`src/rtl/atg_pkg.sv`:
```
package atg_pkg;
  typedef enum logic {
    MODE_RAND = 1'b0,
    MODE_ADD  = 1'b1
  } atg_mode_e;

  typedef enum logic {
    WK_IDLE = 1'b0,
    WK_WALK = 1'b1
  } walk_state_e;
endpackage

```
`src/rtl/atg_lfsr.sv`:
```
module atg_lfsr #(
  parameter int SEED_W   = 16,
  parameter int STEPS    = 4,
  parameter int TAPS     = 'h2D,
  parameter int FALLBACK = 1
) (
  input  logic              rand_en,
  input  logic [SEED_W-1:0] seed_in,
  output logic [STEPS-1:0]  ofs_out,
  output logic [SEED_W-1:0] seed_out
);
  localparam logic [SEED_W-1:0] TAP_MASK = SEED_W'(TAPS);
  localparam logic [SEED_W-1:0] SUB_SEED = SEED_W'(FALLBACK);

  logic [SEED_W-1:0] seed_eff;

  // zero seed replaced only while random generation is enabled
  always_comb begin
    seed_eff = seed_in;
    if (rand_en && (seed_in == '0)) seed_eff = SUB_SEED;
  end

  // shift right, feedback into the top bit; step k yields offset bit k
  always_comb begin
    logic [SEED_W-1:0] s;
    logic              fb;
    s = seed_eff;
    ofs_out = '0;
    for (int k = 0; k < STEPS; k++) begin
      fb = ^(s & TAP_MASK);
      ofs_out[k] = fb;
      s = {fb, s[SEED_W-1:1]};
    end
    seed_out = s;
  end

  // a live seed never collapses to zero through the stepping
  always_comb begin
    a_r3_seed_alive: assert (seed_eff == '0 || seed_out != '0);
  end
endmodule

```
`src/rtl/atg_walker.sv`:
```
module atg_walker
  import atg_pkg::*;
#(
  parameter int TAG_W = 4
) (
  input  logic                  clk,
  input  logic                  rst,
  input  logic                  go,
  input  logic [TAG_W-1:0]      tag0,
  input  logic [TAG_W-1:0]      ofs,
  input  logic [(1<<TAG_W)-1:0] mask,
  output logic                  busy,
  output logic                  done,
  output logic [TAG_W-1:0]      res
);
  localparam int NTAG = 1 << TAG_W;
  localparam logic [TAG_W-1:0] ONE = TAG_W'(1);

  walk_state_e      st;
  logic [NTAG-1:0]  mask_q;
  logic [TAG_W-1:0] cand;
  logic [TAG_W-1:0] left;
  logic             hit;

  assign hit  = !mask_q[cand];
  assign busy = (st == WK_WALK);

  always_ff @(posedge clk) begin
    if (rst) begin
      st     <= WK_IDLE;
      mask_q <= '0;
      cand   <= '0;
      left   <= '0;
      done   <= 1'b0;
      res    <= '0;
    end else begin
      done <= 1'b0;
      case (st)
        WK_IDLE: begin
          if (go) begin
            mask_q <= mask;
            if (&mask) begin
              // nothing allowed, answer zero without walking
              res  <= '0;
              done <= 1'b1;
            end else begin
              // tests the start tag itself; R5 begins one above it
              cand <= (ofs == '0) ? tag0 : tag0 + ONE;
              left <= (ofs == '0) ? ONE : ofs;
              st   <= WK_WALK;
            end
          end
        end
        WK_WALK: begin
          if (hit && left == ONE) begin
            res  <= cand;
            done <= 1'b1;
            st   <= WK_IDLE;
          end else begin
            if (hit) left <= left - ONE;
            cand <= cand + ONE;
          end
        end
        default: st <= WK_IDLE;
      endcase
    end
  end

  // checker state: length of the current run of excluded candidates
  logic [TAG_W:0] miss_run;
  always_ff @(posedge clk) begin
    if (rst || st != WK_WALK) miss_run <= '0;
    else if (hit)             miss_run <= '0;
    else                      miss_run <= miss_run + 1'b1;
  end

  // a run of excluded tags is shorter than the tag space
  a_r5_skip_bounded: assert property (@(posedge clk) disable iff (rst)
    busy |-> miss_run < (TAG_W+1)'(NTAG));

  // done is a single-cycle pulse
  a_r9_done_pulse: assert property (@(posedge clk) disable iff (rst)
    done |=> !done);

  // busy has dropped by the cycle done is seen
  a_r9_done_idle: assert property (@(posedge clk) disable iff (rst)
    done |-> !busy);

  // a walked result is never an excluded tag
  a_r4_result_allowed: assert property (@(posedge clk) disable iff (rst)
    (done && !(&mask_q)) |-> !mask_q[res]);
endmodule

```
`src/rtl/alloc_tag_gen.sv`:
```
module alloc_tag_gen
  import atg_pkg::*;
#(
  parameter int PTR_W    = 64,
  parameter int TAG_W    = 4,
  parameter int TAG_LSB  = 56,
  parameter int SEED_W   = 16,
  parameter int SEED_LSB = 8,
  parameter int ST_W     = 32,
  parameter int TAPS     = 'h2D,
  parameter int FALLBACK = 1
) (
  input  logic                  clk,
  input  logic                  rst,
  input  logic                  start,
  input  logic                  mode,
  input  logic [PTR_W-1:0]      ptr_in,
  input  logic [(1<<TAG_W)-1:0] op_excl,
  input  logic [(1<<TAG_W)-1:0] ctl_excl,
  input  logic                  ctl_rand_en,
  input  logic [TAG_W-1:0]      ofs_in,
  input  logic [ST_W-1:0]       state_in,
  output logic                  busy,
  output logic                  done,
  output logic [PTR_W-1:0]      ptr_out,
  output logic [ST_W-1:0]       state_out
);
  localparam int NTAG = 1 << TAG_W;

  logic              accept;
  logic [TAG_W-1:0]  rnd_ofs;
  logic [SEED_W-1:0] seed_nx;
  logic [TAG_W-1:0]  sel_tag;
  logic [TAG_W-1:0]  sel_ofs;
  logic [NTAG-1:0]   sel_mask;
  logic [TAG_W-1:0]  res;

  atg_mode_e         mode_q;
  logic [PTR_W-1:0]  ptr_q;
  logic [ST_W-1:0]   state_q;
  logic [SEED_W-1:0] seed_q;

  assign accept = start && !busy;

  atg_lfsr #(
    .SEED_W  (SEED_W),
    .STEPS   (TAG_W),
    .TAPS    (TAPS),
    .FALLBACK(FALLBACK)
  ) u_lfsr (
    .rand_en (ctl_rand_en),
    .seed_in (state_in[SEED_LSB +: SEED_W]),
    .ofs_out (rnd_ofs),
    .seed_out(seed_nx)
  );

  // operand selection per mode
  always_comb begin
    if (atg_mode_e'(mode) == MODE_ADD) begin
      sel_tag  = ptr_in[TAG_LSB +: TAG_W];
      sel_ofs  = ofs_in;
      sel_mask = ctl_excl;
    end else begin
      sel_tag  = state_in[TAG_W-1:0];
      sel_ofs  = rnd_ofs;
      sel_mask = op_excl | ctl_excl;
    end
  end

  atg_walker #(
    .TAG_W(TAG_W)
  ) u_walk (
    .clk (clk),
    .rst (rst),
    .go  (accept),
    .tag0(sel_tag),
    .ofs (sel_ofs),
    .mask(sel_mask),
    .busy(busy),
    .done(done),
    .res (res)
  );

  always_ff @(posedge clk) begin
    if (rst) begin
      mode_q  <= MODE_RAND;
      ptr_q   <= '0;
      state_q <= '0;
      seed_q  <= '0;
    end else if (accept) begin
      mode_q  <= atg_mode_e'(mode);
      ptr_q   <= ptr_in;
      state_q <= state_in;
      seed_q  <= seed_nx;
    end
  end

  // only the tag field is replaced
  always_comb begin
    ptr_out = ptr_q;
    ptr_out[TAG_LSB +: TAG_W] = res;
  end

  // rewritten state in random mode, untouched in add mode
  always_comb begin
    if (mode_q == MODE_ADD) begin
      state_out = state_q;
    end else begin
      state_out = '0;
      state_out[SEED_LSB +: SEED_W] = seed_q;
      state_out[TAG_W-1:0] = res;
    end
  end

  // a full mask answers zero on the next edge
  a_r2_full_fast: assert property (@(posedge clk) disable iff (rst)
    (accept && (&sel_mask)) |=> (done && ptr_out[TAG_LSB +: TAG_W] == '0));

  // latched request stays put while a walk is running
  a_r10_hold_busy: assert property (@(posedge clk) disable iff (rst)
    (busy && $past(busy)) |-> ($stable(ptr_q) && $stable(seed_q)));
endmodule

```
`config.mk`:
```
export PLATFORM = sky130hd
export DESIGN_NAME = alloc_tag_gen
export DESIGN_NICKNAME = d
export VERILOG_FILES = /design/src/rtl/atg_pkg.sv /design/src/rtl/atg_lfsr.sv /design/src/rtl/atg_walker.sv /design/src/rtl/alloc_tag_gen.sv
export SDC_FILE = /design/constraint.sdc
export NUM_CORES = 1
export LEC_CHECK = 0
export ABC_AREA = 1
export CORE_MARGIN = 4
export CORE_UTILIZATION = 48
export CTS_CLUSTER_DIAMETER = 100
export DETAILED_ROUTE_END_ITERATION = 10
export HOLD_SLACK_MARGIN = 0.15
export PLACE_DENSITY = 0.93
export SYNTH_ARGS = -nofsm -noshare
export SYNTH_HDL_FRONTEND = slang
export SYNTH_SLANG_ARGS = --single-unit
```
`constraint.sdc`:
```
create_clock -name clk -period 4.8 [get_ports clk]
set_clock_uncertainty 0.2 [all_clocks]
set_input_delay 1.44 -clock clk [delete_from_list [all_inputs] [get_ports clk]]
set_output_delay 1.44 -clock clk [all_outputs]
set_load 0.02 [all_outputs]
```
==> flow_summary.yaml, run 1 <==
die:
  die_x_um: 122
  die_area_um2: 14800
  ioPinCount: 235
  num_rows: 41
  die_h_um: 122
  coreArea_um2: 12600
  floorplan.initialDensity: 0.491
finish:
  fillers: 968
  area_growth_pct: 48.1
  multi_input_area_um2: 2910
  drive_above_1_share: 0.0702
  num-nets-final: 1211
  diodes: 0
  regArea_um2: 2780
setup_path:
  endpoint: "state_out[10]"
  path_cells: "nand2_1 -> o21ai_0 -> clkdlybuf4s50_1"
  reg2reg_to: "u_walk.mask_q[2]$_SDFFE_PP0P_"
  worstPathArrival_ns: 2.32
  worstPathMaxFanout: 41
  cp.depth: 3
  path_class: "flop to output pin"
  endpoint_kind: "output pin"
  startpoint_type: "flop"
  crit_start: "mode_q$_SDFFE_PP0P_"
  reg2reg_depth: 6
  critPathTopFamily: "flip-flops"
  cp.buffers_inverters: 1
  r2r_slack_ns: 2.18
  r2r_start: "u_walk.busy$_SDFF_PP0_"
  crit_required_ns: 3.16
  cp_slowest_cell: "dfxtp_2"
  worst_path_largest_cell_delay_ns: 0.90
clock_tree:
  post_cts_resize_count: 0
  clk_latency_ns: 0.41
  cts_tree: "yes"
  cts_root_buffer: "clkbuf_16"
  cts_buffers: 17
  htreeDepth: 4
  clk_pin_slew_ns: 0.05
  cts.repair_timing.setup_buffer_count: 0
  cts_sinks: 139
  clockBufferDepth: 2
  cts_hold_buf: 0
placed_design:
  place.gp.congestion: 0.898
  hpwlAfterDp_um: 13500
  numPortBuffers: 234
  place_ws_ns: 1.14
detailed_routing:
  wl_per_cell_um: 15.1
  first_pass_iters: 6
  drt_wl_total_um: 19000
  ant_nets: 0
  drcViolationCount: 0
  drtIter0Drc: 402
  num_vias: 6401
  avgViaCountPerCell: 5.10
status:
  status: "complete, no violations"
synth:
  synth_warnings: 0
  avgSynthCellArea_um2: 7.17
  synthDistinctLibCells: 41
  ys_seq_area_frac: 0.449
  ys_ff_latch: 139
  syn_area_um2: 6200
  synth_fp_nets: 1005
  syn-instance-count: 864
grt:
  antenna_found_initial: 0
  grt_pass1_vias: 6140
  overflow: 0
  gr-usage-all-layers: 0.251
  grt_max_degree: 78
  grt_pass1_wl_um: 29600
timing:
  worst_pin_slew_ns: 0.872
  fin_ws_ns: 0.838
  rsz0062_at_grt: "false"
  setup_viol: 0
  relSlewSlack: 0.419
  whs_ns: 0.253
  finalCritPeriodShare: 0.825
  fmax_mhz: 252
  drv_slew: 0
  fin_setup_tns_ns: 0
  hold_viol: 0
  period_needed_ns: 3.96
power_and_ir_drop:
  total_power_mw: 3.36
  p_per_area_nw_per_um2: 366
  max-vdd-ir-drop_uv: 272
  p_leak_nw: 3.90
worst_hold_path:
  hold_depth: 2
  hp-class: "flop to flop"
flow_run:
  cap_violations: 0
power breakdown:
part	total, mW	leakage, nW	internal (mW)	switching (mW)
Clock	1.32	0.294	0.854	0.468
Sequential	1.33	1.15	1.26	0.0728
Combinational	0.711	2.45	0.333	0.377
worst min-delay path by stage:
stage	to	slack, ns	startpoint
final	state_q[16]$_SDFFE_PP0P_	0.25	state_q[16]$_SDFFE_PP0P_
after global placement	seed_q[4]$_SDFFE_PP0P_	0.23	seed_q[4]$_SDFFE_PP0P_
after detailed placement	state_q[16]$_SDFFE_PP0P_	0.25	state_q[16]$_SDFFE_PP0P_
after global routing	state_q[13]$_SDFFE_PP0P_	0.28	state_q[13]$_SDFFE_PP0P_
after CTS	state_q[16]$_SDFFE_PP0P_	0.26	state_q[16]$_SDFFE_PP0P_
after floorplan	seed_q[1]$_SDFFE_PP0P_	0.23	seed_q[1]$_SDFFE_PP0P_
cell usage in the layout (no fill, tap or decap), drive strengths merged, types with 8 or more instances in the layout:
cell,n
clkdlybuf4s50,234
nor2,199
inv,65
nand3,17
dfxtp,139
a31oi,8
a21oi,45
o21ai,121
nand2,156
clkbuf,24
mux2,12
sequential cells by signal (all words and copies together), names as in the netlist:
| register | flops |
|---|---|
| seed_q | 16 |
| u_walk.cand | 4 |
| ptr_q | 60 |
| u_walk.mask_q | 16 |
| u_walk.res | 4 |
| u_walk.busy | 1 |
| state_q | 32 |
| u_walk.done | 1 |
| u_walk.left | 4 |
| mode_q | 1 |
cells by family (layout without fill, tap and decap cells):
logic type / count (synthesis) / count (layout) / synth area share
AO/OA/AOI/OAI: 194 / 194 / 0.171
flip-flops: 139 / 139 / 0.449
adder cells (fa/ha/maj): 4 / 4 / 0.00808
XOR/XNOR: 10 / 10 / 0.0141
buffers and inverters: 121 / 339 / 0.0820
multiplexers: 13 / 13 / 0.0234
AND/OR/NAND/NOR: 383 / 383 / 0.252
Yosys cell counts, drive strengths merged:
| cell | instances | area, µm² |
|---|---|---|
| nand2 | 156 | 618 |
| or2 | 4 | 25.0 |
| nand3 | 17 | 103 |
| o22ai | 1 | 6.26 |
| o211ai | 7 | 52.6 |
| xnor2 | 5 | 43.8 |
| a21o | 6 | 45.0 |
| nor2 | 199 | 762 |
| a21oi | 45 | 248 |
| dfxtp | 139 | 2780 |
| mux2 | 12 | 135 |
| a31oi | 8 | 50.1 |
| ha | 4 | 50.1 |
| nand4 | 5 | 43.8 |
| clkinv | 1 | 3.75 |
| buf | 15 | 103 |
| inv | 66 | 255 |
| nor3 | 1 | 5.00 |
| nor3b | 1 | 7.51 |
| clkbuf | 39 | 146 |
| o21a | 2 | 17.5 |
| o21ai | 121 | 609 |
| xor2 | 5 | 43.8 |
| a211oi | 4 | 30.0 |
| mux2i | 1 | 10.0 |
per-stage QoR:
stage,instance area (µm²),instances,utilization
floorplan,6200,864,-
global placement,8580,1223,0.680
detailed placement,8580,1223,0.680
CTS,9180,1254,0.727
global route,9180,1254,0.727
finish,9180,1254,0.727
tightest hold or removal path: stages (launching register included):
cell	delay, ns
dfxtp_1	0.29
inv_1	0.06
a21oi_1	0.05
cell type report:
cell class | instances | area share
clock buffer | 24 | 0.0525
clock inverter | 7 | 0.0124
timing repair buffer | 241 | 0.262
inverter | 67 | 0.0284
sequential | 139 | 0.303
multi-input combinational | 604 | 0.317
tap | 172 | 0.0235
routing by layer:
metal  global-route usage  vias up  wire length [µm]
met5                    0        -                 0
met4               0.0840        0               331
met3               0.0576       25              1300
met2                0.438      238              9770
met1                0.305     2952              7570
li1                     -     3186                 -
Power figures use the tool's default switching activity.
==> inputs of run 2 (changes only) <==
--- a/config.mk
+++ b/config.mk
@@ -7,11 +7,11 @@
 export LEC_CHECK = 0
 export ABC_AREA = 1
 export CORE_MARGIN = 4
-export CORE_UTILIZATION = 48
+export CORE_UTILIZATION = 40
 export CTS_CLUSTER_DIAMETER = 100
 export DETAILED_ROUTE_END_ITERATION = 10
 export HOLD_SLACK_MARGIN = 0.15
-export PLACE_DENSITY = 0.93
+export PLACE_DENSITY = 0.84
 export SYNTH_ARGS = -nofsm -noshare
 export SYNTH_HDL_FRONTEND = slang
 export SYNTH_SLANG_ARGS = --single-unit
==> constraint.sdc (replaced) <==
create_clock -name clk -period 3.4 [get_ports clk]
set_clock_uncertainty 0.2 [all_clocks]
set_input_delay 1.02 -clock clk [delete_from_list [all_inputs] [get_ports clk]]
set_output_delay 1.02 -clock clk [all_outputs]
set_load 0.02 [all_outputs]
==> run 2 against run 1 <==
  * Clock power grew 52%
  * Worst setup slack lost 0.68 ns
  * Utilization shrank 11 points
  * Combinational power grew 45%
  * Final cell count grew 1.6%
  * Global-route usage shrank 4.5 points
  * Worst hold slack lost 0.0080 ns
  * Sequential share of layout area shrank 0.45 points
  * Critical path depth is the same
  * Routed wire length shrank 0.75%
  * Critical endpoint is now state_out[21]
  * Highest routed layer unchanged
==> flow_summary.yaml, run 2 (synthesis results as in run 1) <==
status:
  status: "complete, no violations"
detailed_routing:
  num_vias: 6376
  drt_wl_total_um: 18800
  wl_per_cell_um: 14.8
  drtIter0Drc: 324
  drcViolationCount: 0
  first_pass_iters: 7
  avgViaCountPerCell: 5.00
  ant_nets: 0
finish:
  largest_reg_flops: 60
  fin_area_um2: 9310
  diodes: 0
  area_growth_pct: 50.3
  num-nets-final: 1214
  drive_above_1_share: 0.0755
  regArea_um2: 2780
  fillers: 1320
  final_util: 0.613
  layout_commonest_cell: "clkdlybuf4s50_1"
  multi_input_area_um2: 2910
  layout_common_cells: "clkdlybuf4s50_1, nor2_1, nand2_1"
  top_register: "ptr_q"
  top_regs: "ptr_q: 60 flops, state_q: 32 flops"
  stdcell_count: 1274
setup_path:
  crit_required_ns: 2.18
  cp.depth: 3
  r2r_slack_ns: 1.27
  worst_path_largest_cell_delay_ns: 0.54
  endpoint_kind: "output pin"
  reg2reg_to: "u_walk.res[1]$_SDFFE_PP0P_"
  worstPathMaxFanout: 37
  path_cells: "buf_12 -> mux2_2 -> clkdlybuf4s50_1"
  path_class: "flop to output pin"
  cp.buffers_inverters: 2
  endpoint: "state_out[21]"
  startpoint_type: "flop"
  cp_slowest_cell: "clkdlybuf4s50_1"
  reg2reg_depth: 10
  worstPathArrival_ns: 2.02
  critPathTopFamily: "buffers and inverters"
  r2r_start: "u_walk.cand[0]$_SDFFE_PP0P_"
  crit_start: "mode_q$_SDFFE_PP0P_"
power_and_ir_drop:
  max-vdd-ir-drop_uv: 329
  p_leak_nw: 3.95
  p_per_area_nw_per_um2: 525
  total_power_mw: 4.89
timing:
  whs_ns: 0.245
  drv_slew: 0
  fin_ws_ns: 0.163
  worst_pin_slew_ns: 0.528
  fin_setup_tns_ns: 0
  rsz0062_at_grt: "false"
  hold_viol: 0
  finalCritPeriodShare: 0.952
  period_needed_ns: 3.24
  fmax_mhz: 309
  relSlewSlack: 0.648
  setup_viol: 0
placed_design:
  place_ws_ns: 0.277
  hpwlAfterDp_um: 13300
  post-place-cells: 1242
  place.gp.congestion: 0.909
  placed_area_um2: 8670
  numPortBuffers: 234
die:
  coreArea_um2: 15200
  die_area_um2: 17500
  ioPinCount: 235
  die_h_um: 132
  die_x_um: 132
  num_rows: 45
  floorplan.initialDensity: 0.408
clock_tree:
  cts_root_buffer: "clkbuf_16"
  clk_latency_ns: 0.41
  cts_tree: "yes"
  cts_sinks: 139
  clockBufferDepth: 2
  htreeDepth: 4
  clk_pin_slew_ns: 0.05
  cts.repair_timing.setup_buffer_count: 0
  post_cts_resize_count: 0
  cts_hold_buf: 0
  cts_buffers: 17
worst_hold_path:
  hold_depth: 2
  hp-class: "flop to flop"
grt:
  gr-usage-all-layers: 0.206
  grt_pass1_vias: 5912
  grt_pass1_wl_um: 29600
  antenna_found_initial: 0
  overflow: 0
  grt_max_degree: 121
flow_run:
  cap_violations: 0
## run 2: changes by cell type in the layout (fill, tap and decap cells not counted)
cell	change
buf_12	+4
bufinv_16	+2
clkbuf_1	-2
clkbuf_8	-2
buf_4	-1
clkinv_2	+1
clkinv_4	+1
clkinvlp_4	+1
## run 2: metal layers
metal / vias to the layer above / global-route usage / share of wire
li1: 3176 / - / -
met3: 26 / 0.0517 / 0.074
met4: 0 / 0.0739 / 0.018
met1: 2922 / 0.256 / 0.41
met5: - / 0 / 0
met2: 252 / 0.348 / 0.49
## run 2: how the worst min path moves through the flow
stage                                   from                       end  slack (ns)
floorplan             seed_q[1]$_SDFFE_PP0P_    seed_q[1]$_SDFFE_PP0P_        0.23
global placement      seed_q[1]$_SDFFE_PP0P_    seed_q[1]$_SDFFE_PP0P_        0.23
detailed placement    seed_q[4]$_SDFFE_PP0P_    seed_q[4]$_SDFFE_PP0P_        0.24
CTS                   seed_q[4]$_SDFFE_PP0P_    seed_q[4]$_SDFFE_PP0P_        0.25
global route        state_q[12]$_SDFFE_PP0P_  state_q[12]$_SDFFE_PP0P_        0.27
finish                seed_q[4]$_SDFFE_PP0P_    seed_q[4]$_SDFFE_PP0P_        0.24
## run 2: report_power, final
group | internal [mW] | total [mW] | switching [mW]
registers | 1.77 | 1.86 | 0.0865
clock network | 1.32 | 2.00 | 0.682
logic | 0.483 | 1.03 | 0.546
total | 3.57 | 4.89 | 1.31
## run 2: layout make-up
cell class                 instances  share of cell area
clock buffer                      20              0.0480
clock inverter                    12              0.0210
inverter                          67              0.0279
multi-input combinational        604               0.313
sequential                       139               0.299
tap                              188              0.0253
timing repair buffer             244               0.266
## run 2: worst register-to-register path: stages (launching register included)
cell and delay, ns:
dfxtp_1 0.64, inv_1 0.22, nor2_1 0.14, o211ai_1 0.12, nand2_1 0.09, nand2_1 0.05, nand2_1 0.11, nand2_4 0.11
nand2_2 0.12, nand2_2 0.09, o21ai_1 0.15
==> inputs of run 3 (changes only) <==
--- a/config.mk
+++ b/config.mk
@@ -7,11 +7,12 @@
 export LEC_CHECK = 0
 export ABC_AREA = 1
 export CORE_MARGIN = 4
-export CORE_UTILIZATION = 40
+export CORE_UTILIZATION = 41
+export CTS_BUF_LIST = sky130_fd_sc_hd__clkbuf_4
 export CTS_CLUSTER_DIAMETER = 100
 export DETAILED_ROUTE_END_ITERATION = 10
 export HOLD_SLACK_MARGIN = 0.15
-export PLACE_DENSITY = 0.84
+export PLACE_DENSITY = 0.85
 export SYNTH_ARGS = -nofsm -noshare
 export SYNTH_HDL_FRONTEND = slang
 export SYNTH_SLANG_ARGS = --single-unit
==> run 3 against run 2 <==
  * Design area fell by 4.0%
  * Power decreased by 20%
  * Register-to-register slack got worse by 0.05 ns
  * Via count fell by 0.42%
  * Worst setup slack worse by 0.036 ns
  * Non-clock buffer count is 3 higher
  * Combinational power barely moved
  * Clock power fell by 49%
  * Clock-buffer cell count shrank 3
  * Sequential cell count unchanged
  * Worst hold slack better by 0.0089 ns
  * Critical endpoint is now state_out[12]
==> flow_summary.yaml, run 3 (synthesis results as in run 1) <==
status:
  status: "complete, no violations"
power_and_ir_drop:
  seqPwrFrac: 0.474
  power_frac_comb: 0.264
  total_power_mw: 3.91
  p_leak_nw: 3.78
  p_int_mw: 2.67
  max-vdd-ir-drop_uv: 301
  p_sw_mw: 1.24
  sw_frac_of_total: 0.317
  p_per_area_nw_per_um2: 437
  power.share.clock: 0.262
grt:
  grt_max_degree: 121
  antenna_found_initial: 1
  overflow: 0
  gr-usage-all-layers: 0.207
  grt_pass1_vias: 5757
  grt_pass1_wl_um: 28200
setup_path:
  reg2reg_to: "u_walk.res[1]$_SDFFE_PP0P_"
  r2r_slack_ns: 1.22
  path_class: "flop to output pin"
  crit_start: "mode_q$_SDFFE_PP0P_"
  crit_required_ns: 2.18
  startpoint_type: "flop"
  worstPathMaxFanout: 28
  r2r_start: "u_walk.cand[0]$_SDFFE_PP0P_"
  reg2reg_depth: 10
  endpoint_kind: "output pin"
  worstPathArrival_ns: 2.05
  endpoint: "state_out[12]"
detailed_routing:
  drcViolationCount: 0
  drt_wl_total_um: 18800
  drtIter0Drc: 388
  first_pass_iters: 5
  num_vias: 6349
  avgViaCountPerCell: 4.99
  wl_per_cell_um: 14.8
  ant_nets: 0
finish:
  layout_commonest_cell: "clkdlybuf4s50_1"
  area_growth_pct: 44.3
  largest_reg_flops: 60
  top_regs: "ptr_q: 60 flops, state_q: 32 flops"
  fin_area_um2: 8940
  drive_above_1_share: 0.0763
  top_register: "ptr_q"
  num-nets-final: 1217
  layout_common_cells: "clkdlybuf4s50_1, nor2_1, nand2_1"
  final_util: 0.610
timing:
  fin_setup_tns_ns: 0
  period_needed_ns: 3.27
  hold_viol: 0
  setup_viol: 0
  whs_ns: 0.254
  fmax_mhz: 306
  worst_pin_slew_ns: 0.509
  rsz0062_at_grt: "false"
  drv_slew: 0
  finalCritPeriodShare: 0.963
  relSlewSlack: 0.660
clock_tree:
  cts_hold_buf: 0
  htreeDepth: 4
  clk_latency_ns: 0.54
  clk_pin_slew_ns: 0.11
  clockBufferDepth: 2
  cts_buffers: 17
  cts_sinks: 139
  cts_root_buffer: "clkbuf_4"
  cts_tree: "yes"
placed_design:
  numPortBuffers: 234
  hpwlAfterDp_um: 13500
  placed_area_um2: 8660
  place.gp.congestion: 0.873
flow_run:
  cap_violations: 0
die:
  ioPinCount: 235
  floorplan.initialDensity: 0.423
  die_h_um: 131
  num_rows: 44
  die_x_um: 131
  die_area_um2: 17100
  coreArea_um2: 14600
worst_hold_path:
  hp-class: "flop to flop"
## run 3: area by class of cell
cell class / count / area, µm²
diodes: 1 / 2.50
clock buffers: 17 / 128
clock inverters: 14 / 130
fillers: 1312 / 5700
inverters: 67 / 260
multi-input cells: 604 / 2910
flip-flops and latches: 139 / 2790
well taps: 184 / 230
repair buffers: 247 / 2490
## run 3: metrics by stage
stage | std cells | setup WS [ns]
floorplan | 864 | 0.945
global placement | 1239 | 0.332
detailed placement | 1239 | 0.283
CTS | 1272 | 0.0857
global route | 1273 | 0.0269
finish | 1273 | 0.127
## run 3: power groups by stage
stage          registers, mW  logic (mW)  clock network [mW]
2_1_floorplan           1.95       0.500                   0
3_3_place_gp            1.89        1.00                   0
3_5_place_dp            1.89        1.02                   0
4_1_cts                 1.85        1.03                1.06
5_1_grt                 1.87        1.13                1.13
6_report                1.85        1.03                1.03
## run 3: layer usage
layer  track usage  vias to the layer above  part of all wire
met5             0                        -                 0
li1              -                     3188                 -
met4        0.0665                        0             0.015
met1         0.265                     2912              0.43
met3        0.0528                       25             0.070
met2         0.344                      224              0.49
## run 3: critical path: stages (launching register included)
cell,delay [ns]
dfxtp_4,0.38
buf_12,0.16
o21ai_0,0.31
clkdlybuf4s50_1,0.67
## run 3: how the worst min path moves through the flow
stage	start	to	slack [ns]	cells past startpoint
final	seed_q[4]$_SDFFE_PP0P_	seed_q[4]$_SDFFE_PP0P_	0.25	2
after global routing	seed_q[4]$_SDFFE_PP0P_	seed_q[4]$_SDFFE_PP0P_	0.28	2
after CTS	seed_q[4]$_SDFFE_PP0P_	seed_q[4]$_SDFFE_PP0P_	0.26	2
after detailed placement	seed_q[4]$_SDFFE_PP0P_	seed_q[4]$_SDFFE_PP0P_	0.24	2
after global placement	seed_q[4]$_SDFFE_PP0P_	seed_q[4]$_SDFFE_PP0P_	0.23	2
after floorplan	seed_q[1]$_SDFFE_PP0P_	seed_q[1]$_SDFFE_PP0P_	0.23	2
## run 3: what timing repair did
action | in CTS | in global routing
endpoints found under the setup margin | 18 | 0
buffers inserted | 2 | 0
resized for setup | 1 | 0
